File: config.mk
export PLATFORM = sky130hd
export DESIGN_NAME = bm_req_arb
export DESIGN_NICKNAME = d
export VERILOG_FILES = /design/src/rtl/bm_arb_pkg.sv /design/src/rtl/bm_chan_elig.sv /design/src/rtl/bm_arb_pick.sv /design/src/rtl/bm_arb_status.sv /design/src/rtl/bm_req_arb.sv
export SDC_FILE = /design/constraint.sdc
export NUM_CORES = 1
export LEC_CHECK = 0
export CAP_MARGIN = 20
export CORE_MARGIN = 4
export CORE_UTILIZATION = 26
export DETAILED_ROUTE_END_ITERATION = 12
export PLACE_DENSITY = 0.83
export SETUP_SLACK_MARGIN = 0.5
export SYNTH_ARGS = -nofsm -noshare
export SYNTH_HDL_FRONTEND = slang
export SYNTH_SLANG_ARGS = --single-unit
File: constraint.sdc
create_clock -name clk -period 2.5 [get_ports clk]
set_input_delay 0.5 -clock clk [delete_from_list [all_inputs] [get_ports clk]]
set_output_delay 0.5 -clock clk [all_outputs]
set_load 0.02 [all_outputs]
File: src/rtl/bm_arb_pkg.sv
package bm_arb_pkg;
    typedef enum logic [1:0] {
        ST_IDLE = 2'd0,
        ST_REQ  = 2'd1,
        ST_OWN  = 2'd2
    } arb_state_e;

    typedef enum logic {
        CH_RD = 1'b0,
        CH_WR = 1'b1
    } chan_e;

    localparam int THR_WORDS = 4;
    localparam int NUM_CH    = 2;
endpackage

File: src/rtl/bm_chan_elig.sv
module bm_chan_elig
    import bm_arb_pkg::*;
#(
    parameter int CNT_W  = 16,
    parameter int FILL_W = 4
) (
    input  logic              en,
    input  logic [CNT_W-1:0]  cnt,
    input  logic [FILL_W-1:0] avail,
    input  logic              thr4,
    output logic              elig_new,
    output logic              elig_own
);
    logic live;
    logic has_one;
    logic has_four;

    always_comb begin
        live     = en && (cnt != '0);
        has_one  = (avail != '0);
        has_four = (avail >= FILL_W'(THR_WORDS));
        elig_own = live && has_one;
        elig_new = live && (thr4 ? has_four : has_one);
    end
endmodule

File: src/rtl/bm_arb_pick.sv
module bm_arb_pick
    import bm_arb_pkg::*;
(
    input  logic  e_rd,
    input  logic  e_wr,
    input  logic  rd_pri,
    input  logic  wr_pri,
    input  chan_e favour,
    output chan_e pick
);
    always_comb begin
        if (e_rd && !e_wr)             pick = CH_RD;
        else if (e_wr && !e_rd)        pick = CH_WR;
        else if (rd_pri && !wr_pri)    pick = CH_RD;
        else if (wr_pri && !rd_pri)    pick = CH_WR;
        else                           pick = favour;
    end
endmodule

File: src/rtl/bm_arb_status.sv
module bm_arb_status #(
    parameter int DEPTH  = 8,
    parameter int CNT_W  = 16,
    parameter int FILL_W = 4
) (
    input  logic [FILL_W-1:0] in_fill,
    input  logic [FILL_W-1:0] out_fill,
    input  logic [CNT_W-1:0]  rd_count,
    input  logic [CNT_W-1:0]  wr_count,
    output logic [7:0]        stat
);
    localparam logic [FILL_W-1:0] FULL_LVL = FILL_W'(DEPTH);
    localparam logic [FILL_W-1:0] FOUR     = FILL_W'(4);

    logic [FILL_W-1:0] in_vac;

    always_comb begin
        in_vac  = FULL_LVL - in_fill;
        stat[0] = (rd_count == '0);
        stat[1] = (wr_count == '0);
        stat[2] = (in_fill == '0);
        stat[3] = (in_fill == FULL_LVL);
        stat[4] = (in_vac >= FOUR);
        stat[5] = (out_fill == '0);
        stat[6] = (out_fill == FULL_LVL);
        stat[7] = (out_fill >= FOUR);
    end
endmodule

File: src/rtl/bm_req_arb.sv
module bm_req_arb
    import bm_arb_pkg::*;
#(
    parameter int DEPTH = 8,
    parameter int CNT_W = 16,
    localparam int FILL_W = $clog2(DEPTH + 1)
) (
    input  logic              clk,
    input  logic              rst_n,
    input  logic              rd_en,
    input  logic              wr_en,
    input  logic              rd_thr4,
    input  logic              wr_thr4,
    input  logic              rd_pri,
    input  logic              wr_pri,
    input  logic [FILL_W-1:0] in_fill,
    input  logic [FILL_W-1:0] out_fill,
    input  logic [CNT_W-1:0]  rd_count,
    input  logic [CNT_W-1:0]  wr_count,
    input  logic              bus_gnt,
    input  logic              xfer_done,
    output logic              bus_req,
    output logic              sel_wr,
    output logic [7:0]        stat
);
    arb_state_e state_q, state_d;
    chan_e      sel_q, sel_d;
    chan_e      ptr_q, ptr_d;
    chan_e      pick;

    logic [FILL_W-1:0] avail_a [NUM_CH];
    logic              en_a    [NUM_CH];
    logic              thr_a   [NUM_CH];
    logic [CNT_W-1:0]  cnt_a   [NUM_CH];
    logic              elig_new [NUM_CH];
    logic              elig_own [NUM_CH];

    logic own, e_rd, e_wr, any_e, both_e, sel_still;
    chan_e favour;

    always_comb begin
        avail_a[0] = FILL_W'(DEPTH) - in_fill;
        avail_a[1] = out_fill;
        en_a[0]    = rd_en;
        en_a[1]    = wr_en;
        thr_a[0]   = rd_thr4;
        thr_a[1]   = wr_thr4;
        cnt_a[0]   = rd_count;
        cnt_a[1]   = wr_count;
    end

    for (genvar g = 0; g < NUM_CH; g++) begin : g_ch
        bm_chan_elig #(.CNT_W(CNT_W), .FILL_W(FILL_W)) u_elig (
            .en       (en_a[g]),
            .cnt      (cnt_a[g]),
            .avail    (avail_a[g]),
            .thr4     (thr_a[g]),
            .elig_new (elig_new[g]),
            .elig_own (elig_own[g])
        );
    end

    always_comb begin
        own       = (state_q == ST_OWN);
        e_rd      = own ? elig_own[0] : elig_new[0];
        e_wr      = own ? elig_own[1] : elig_new[1];
        any_e     = e_rd || e_wr;
        both_e    = e_rd && e_wr;
        sel_still = (sel_q == CH_WR) ? e_wr : e_rd;
        favour    = (own && xfer_done && both_e) ?
                    ((sel_q == CH_WR) ? CH_RD : CH_WR) : ptr_q;
    end

    bm_arb_pick u_pick (
        .e_rd   (e_rd),
        .e_wr   (e_wr),
        .rd_pri (rd_pri),
        .wr_pri (wr_pri),
        .favour (favour),
        .pick   (pick)
    );

    bm_arb_status #(.DEPTH(DEPTH), .CNT_W(CNT_W), .FILL_W(FILL_W)) u_stat (
        .in_fill  (in_fill),
        .out_fill (out_fill),
        .rd_count (rd_count),
        .wr_count (wr_count),
        .stat     (stat)
    );

    // next-state selection
    always_comb begin
        state_d = state_q;
        sel_d   = sel_q;
        ptr_d   = favour;
        unique case (state_q)
            ST_IDLE: begin
                if (any_e) begin
                    state_d = ST_REQ;
                    sel_d   = pick;
                end
            end
            ST_REQ: begin
                if (!any_e) begin
                    state_d = ST_IDLE;
                end else begin
                    if (bus_gnt) state_d = ST_OWN;
                    sel_d = pick;
                end
            end
            ST_OWN: begin
                if (!any_e)                      state_d = ST_IDLE;
                else if (xfer_done || !sel_still) sel_d = pick;
            end
            default: state_d = ST_IDLE;
        endcase
    end

    // state register
    always_ff @(posedge clk or negedge rst_n) begin
        if (!rst_n) begin
            state_q <= ST_IDLE;
            sel_q   <= CH_RD;
            ptr_q   <= CH_RD;
        end else begin
            state_q <= state_d;
            sel_q   <= sel_d;
            ptr_q   <= ptr_d;
        end
    end

    // outputs
    always_comb begin
        bus_req = (state_q != ST_IDLE);
        sel_wr  = (sel_q == CH_WR);
    end
endmodule

==> summary.md, run 1 <==
| Metric | Value |
|---|---|
| Worst path cell trace | clkdlybuf4s50_1 > nor4_2 > buf_4 > a311o_1 > or2_4 > and2_4 > a211oi_2 |
| Area delta synth->final | 158% |
| Tot Pwr | 0.000385 W |
| Via count | 737 |
| Worst-margin pin slew | 0.530 ns |
| CP top delay family | buffers and inverters |
| Delay of the slowest critical-path stage | 0.49 ns |
| # port buffers | 59 |
| Ant diodes | 0 |
| FMAX | 0.514 GHz |
| Final setup viols | 0 |
| Clock Root Buffer | clkbuf_4 |
| Arrival time worst endpoint | 2.10 ns |
| Core area | 1580 µm² |
| GPL Wtd Cong | 0.784 |
| Power per standard cell area | 331 nW/µm² |
| LEAKAGE | 0.549 nW |
| Layout cells sized above 1 | 0.276 |
| Worst-Skew Late Latency | 0.24 ns |
| Layout Nets | 175 |
| Final Cycle Share | 0.778 |
| Total Wirelength | 1.95 mm |
| Sequential fraction of the synthesis area | 0.222 |
| Max Buffers Root-to-Sink | 2 |
| Final HPWL DP | 1.64 mm |
| Hold-fix buffers, CTS | 0 |
| Ports | 60 |
| DP Cell Count | 131 |
| FF+latch count, synth | 4 |
| Most frequent cells in the layout | dlygate4sd2_1 (25), clkdlybuf4s50_1 (11), buf_4 (9) |
| Largest net degree at the start of global routing | 10 |
| Crit-path max FO | 3 |
| Gr usage total | 0.154 |
| CP bufs+invs | 2 |
| WL/cell | 14.0 µm |
| Initial antenna violation count | 0 |
| RSZ-0062 raised after global routing | true |
| Mapped Area | 450 µm² |
| CTS tree | yes |
| Num rows | 14 |
| Commonest non-fill, non-tap cell in the layout | dlygate4sd2_1 |
| YS warnings | 0 |
| Post-synthesis net count | 106 |
| CP endpoint kind | flip-flop |
| Total die area | 2460 µm² |
| Num CTS Buffers | 3 |
| Status | complete, no violations |
| Via density | 5.30 |
| Slew Limit Fails | 0 |
| Main area contributors after synthesis | dfrtp_1 (22%), nor4_1 (14%), nor2b_1 (5.6%) |
| Post-synth EDFFs | 0 |
| Final min period | 1.95 ns |
| Worst-path clk slew | 0.04 ns |
| Worst rel slew slack | 0.643 |
| Drt pass-1 iters | 4 |
| Drt drc | 0 |
| DIE HEIGHT | 49.6 µm |
| Syn avg cell area | 8.04 µm² |
| First-pass GRT wire length | 3.02 mm |
| Final number of hold-violating endpoints | 0 |
| Synth unique cells | 29 |
| Hold/Removal Path Class | in2async |
| CTS sink cnt | 4 |
| CP Launch Type | input port |
| GR Overflow Total | 0 |
| Area leader, netlist | dfrtp_1 |
| Crit path kind | in2reg |
| Die X | 49.6 µm |
| Worst EP required | 2.65 ns |
| Post-synth top area share | 0.222 |
| Synth Flop Type | dfrtp_1 |
| Max-Cap Viols | 0 |
| Initial Util | 0.286 |
| H-tree Lvls | 1 |
| Total Neg Setup Slack | 0 ns |
| Max stage delay cell, worst path | clkdlybuf4s50_1 |
| Vias in the first global route | 770 |
| Maximum vdd drop | 0.000223 V |
| Iter 0 DRT Violations | 3 |
| Fin cells | 139 |
| Post-DRT Antenna Nets | 0 |
| Layout fillers | 135 |
| Cell count after synthesis | 56 |
| Final Skew | 0.000656 ns |
| Ys async rst share | 1.00 |
report_power, final:
part	internal (W)	switching (W)
combinational	0.000114	0.0000719
sequential	0.0000845	0.0000311
clock	0.0000539	0.0000295
total	0.000252	0.000133
flip-flops by register name (all words and copies together), names as in the netlist:
name / cells
sel_wr: 1
ptr_q: 1
state_q: 2
repair_timing:
action	in CTS	in global routing
endpoints found under the setup margin	11	9
gates cloned	0	0
resized for setup	76	22
setup buffers	4	1
pin swaps	14	9
Yosys cell counts (2+ instances only):
| library cell | instances |
|---|---|
| o31ai_1 | 2 |
| nor4_1 | 10 |
| nand4b_1 | 2 |
| nand4_1 | 2 |
| dfrtp_1 | 4 |
| nor2b_1 | 4 |
| or2_2 | 2 |
| a21oi_1 | 4 |
| nand2b_1 | 2 |
| buf_4 | 2 |
| o21ai_0 | 2 |
| inv_1 | 3 |
per-stage QoR:
stage          instance area [µm²]  utilization  hold WS, ns  setup WS (ns)
2_1_floorplan                  457            -        0.204          0.536
3_3_place_gp                  1070        0.679        0.518        -0.0950
3_5_place_dp                  1070        0.679        0.551         -0.140
4_1_cts                       1110        0.702        0.466          0.501
5_1_grt                       1160        0.737        0.472          0.462
6_report                      1160        0.737        0.460          0.555
layer usage:
metal  GRT usage  share of wire  wire length (µm)  up-vias
li1            -              -                 -      360
met3      0.0271          0.080               156        5
met4      0.0691          0.017                34        0
met5           0              0                 0        -
met1       0.144           0.36               702      336
met2       0.313           0.54              1060       36
kinds of logic (layout without fill, tap and decap cells):
group	after synthesis	count (layout)	synth area share
DFF	4	4	0.222
AOI/OAI and AO/OA	13	13	0.206
buffers and inverters	6	73	0.0694
and+or+nand+nor	33	33	0.503
worst paths after layout:
path | depth (start not counted) | to | slack (ns) | start
worst max-delay path | 7 | state_q[0] | 0.55 | out_fill[1]
worst min-delay path | 1 | sel_wr | 0.46 | rst_n
worst max register to register | 5 | state_q[0] | 0.76 | state_q[0]
worst min register to register | 1 | ptr_q | 0.58 | sel_wr
max in group asynchronous | 1 | state_q[1] | 1.88 | rst_n
min in group clk | 1 | ptr_q | 0.58 | sel_wr
cell type report:
type / count / area, µm² / area share
inverter: 3 / 11.3 / 0.00970
multi-input combinational: 46 / 383 / 0.330
clock buffer: 3 / 22.5 / 0.0194
tap: 16 / 20.0 / 0.0172
sequential: 4 / 100 / 0.0862
timing repair buffer: 67 / 624 / 0.538
No activity file was read; power rests on OpenSTA's default activity.
==> inputs of run 2 (changes only) <==
- CORE_UTILIZATION: 26 -> 24
- PLACE_DENSITY: 0.83 -> 0.77
- clock period: 2.5 -> 1.8 ns (I/O delays scaled with it)
==> run 2 against run 1 <==
Sequential cell count is the same; non-clock buffer count grew 15; clock skew grew 0.0016 ns; worst setup slack lost 0.34 ns; sequential power grew 35%; critical path depth shrank 2; critical path type is now reg2reg; via count grew 11%; core utilization grew 8.1 points; critical endpoint is now sel_wr; cell count grew 17%; global-route usage grew 1.8 points.
==> summary.md, run 2 (synthesis gave the netlist of run 1 again) <==
| Metric | Value |
|---|---|
| Status | complete, no violations |
| Maximum vdd drop | 0.000314 V (+41%) |
| Area of the multi-input gates | 537 µm² (+40%) |
| # port buffers | 59 (unchanged) |
| Final setup viols | 0 (unchanged) |
| Total die area | 2630 µm² (+7.0%) |
| Ant diodes | 0 (unchanged) |
| Commonest non-fill, non-tap cell in the layout | buf_6 |
| Clock Root Buffer | clkbuf_4 |
| Sequential cell area | 101 µm² (+1.2%) |
| Worst-Skew Late Latency | 0.23 ns (about the same) |
| Top reg by flops | state_q |
| Fin area | 1430 µm² (+23%) |
| H-tree Lvls | 1 (unchanged) |
| Met1 Use GR | 0.159 (+0.0149) |
| Layout Nets | 190 (+8.6%) |
| Gr usage total | 0.171 (+0.0175) |
| Worst EP required | 1.91 ns (-0.74 ns) |
| Core area | 1750 µm² (+11%) |
| DIE HEIGHT | 51.3 µm (+3.4%) |
| Worst-margin pin slew | 0.295 ns (-0.235 ns) |
| Crit-path max FO | 8 (+5) |
| CP Launch Type | flip-flop |
| Final min period | 1.58 ns |
| Max Buffers Root-to-Sink | 2 (unchanged) |
| Drt drc | 0 (unchanged) |
| CP endpoint kind | flip-flop |
| Die X | 51.3 µm (+3.4%) |
| Drt pass-1 iters | 4 (unchanged) |
| Num CTS Buffers | 3 (unchanged) |
| GR Overflow Total | 0 (unchanged) |
| Initial antenna violation count | 0 (unchanged) |
| Ports | 60 (unchanged) |
| Initial Util | 0.258 (-0.0276) |
| Final Cycle Share | 0.879 |
| Arrival time worst endpoint | 1.69 ns (-0.41 ns) |
| Critical R2R Launch | state_q[1] |
| Most frequent cells in the layout | buf_6 (27), buf_4 (19), clkbuf_2 (11) |
| Crit path kind | reg2reg |
| Max-Cap Viols | 0 (unchanged) |
| Layout cells sized above 1 | 0.703 (+0.426) |
| Hold/Removal Path Class | in2async |
| Grt peak-use layer | met2 |
| CTS sink cnt | 4 (unchanged) |
| First-pass GRT wire length | 3.34 mm (+10%) |
| Post-DRT Antenna Nets | 0 (unchanged) |
| Met3 usage | 0.0408 (+0.0137) |
| RSZ-0062 raised after global routing | true |
| WL/cell | 14.9 µm (+5.9%) |
| Total Wirelength | 2.42 mm (+24%) |
| Vias in the first global route | 836 (+8.6%) |
| Final Skew | 0.00227 ns (+0.00162 ns) |
| Worst r2r dst | sel_wr |
| Max reg flops | 2 (unchanged) |
| Num rows | 15 (+1) |
| Layout fillers | 106 (-21%) |
| Largest net degree at the start of global routing | 9 (-1) |
| Register-to-Register Path Depth | 5 (unchanged) |
| Final number of hold-violating endpoints | 0 (unchanged) |
| Worst rel slew slack | 0.801 (+0.158) |
| Hold-fix buffers, CTS | 0 (unchanged) |
| CTS tree | yes |
| Power per standard cell area | 475 nW/µm² (+43%) |
| LEAKAGE | 0.609 nW (+11%) |
| GR Util met2 | 0.343 (+0.0306) |
| Post-DP Area | 1170 µm² (+9.4%) |
| R2R setup slack | 0.22 ns (-0.54 ns) |
| Slew Limit Fails | 0 (unchanged) |
| GPL Wtd Cong | 0.864 (+10%) |
| Iter 0 DRT Violations | 17 (+14) |
| FMAX | 0.632 GHz |
| Via count | 818 (+11%) |
| Worst-path clk slew | 0.04 ns (about the same) |
| Via density | 5.02 (-5.4%) |
| Area delta synth->final | 217% |
| Tot Pwr | 0.000678 W (+76%) |
| Final HPWL DP | 1.72 mm (+5.0%) |
[run 2: cell count changes in the layout (fill, tap and decap cells not counted), sizes merged]
cell / delta
dlymetal6s2s: -7
dlygate4sd2: -21
buf: +39
clkbuf: +10
clkdlybuf4s15: -1
clkdlybuf4s50: -5
[run 2: how the worst max path moves through the flow]
stage / from / end / cells past startpoint
finish: state_q[1] / sel_wr / 5
global route: state_q[1] / sel_wr / 5
CTS: state_q[0] / sel_wr / 4
detailed placement: rd_count[10] / stat[0] / 5
global placement: rd_count[2] / stat[0] / 5
floorplan: in_fill[1] / sel_wr / 5
[run 2: layout make-up]
type	instances	share of cell area
well taps	25	0.0219
multi-input cells	46	0.376
repair buffers	82	0.507
flip-flops and latches	4	0.0710
inverters	3	0.00789
clock buffers	3	0.0158
[run 2: repair_timing]
action | 4_1_cts | 5_1_grt
buffers inserted | 10 | 4
pin swaps | 19 | 17
gates resized for setup | 175 | 54
endpoints found under the setup margin | 14 | 14
[run 2: routing by layer]
metal,part of all wire,vias to the layer above
met3,0.089,6
met1,0.31,379
met4,0.023,0
li1,-,389
met5,0,-
met2,0.57,44
[run 2: report_power, final]
part / internal (W) / switching [W]
clock network: 0.0000745 / 0.0000355
registers: 0.000118 / 0.0000384
logic: 0.000249 / 0.000161
[run 2: metrics by stage]
stage | instances | utilization | setup slack (ns) | hold WS (ns) | setup TNS [ns]
2_1_floorplan | 56 | - | 0.225 | 0.0644 | 0
3_3_place_gp | 146 | 0.670 | -0.452 | 0.560 | -3.99
3_5_place_dp | 146 | 0.670 | -0.506 | 0.570 | -4.35
4_1_cts | 159 | 0.736 | 0.168 | 0.323 | 0
5_1_grt | 163 | 0.818 | 0.172 | 0.325 | 0
6_report | 163 | 0.818 | 0.217 | 0.326 | 0
[run 2: critical path, stage by stage, from the launching register on]
cell,delay (ns)
dfrtp_1,0.36
buf_6,0.15
nand4b_1,0.13
or3_4,0.41
a2111oi_4,0.29
o31ai_1,0.11
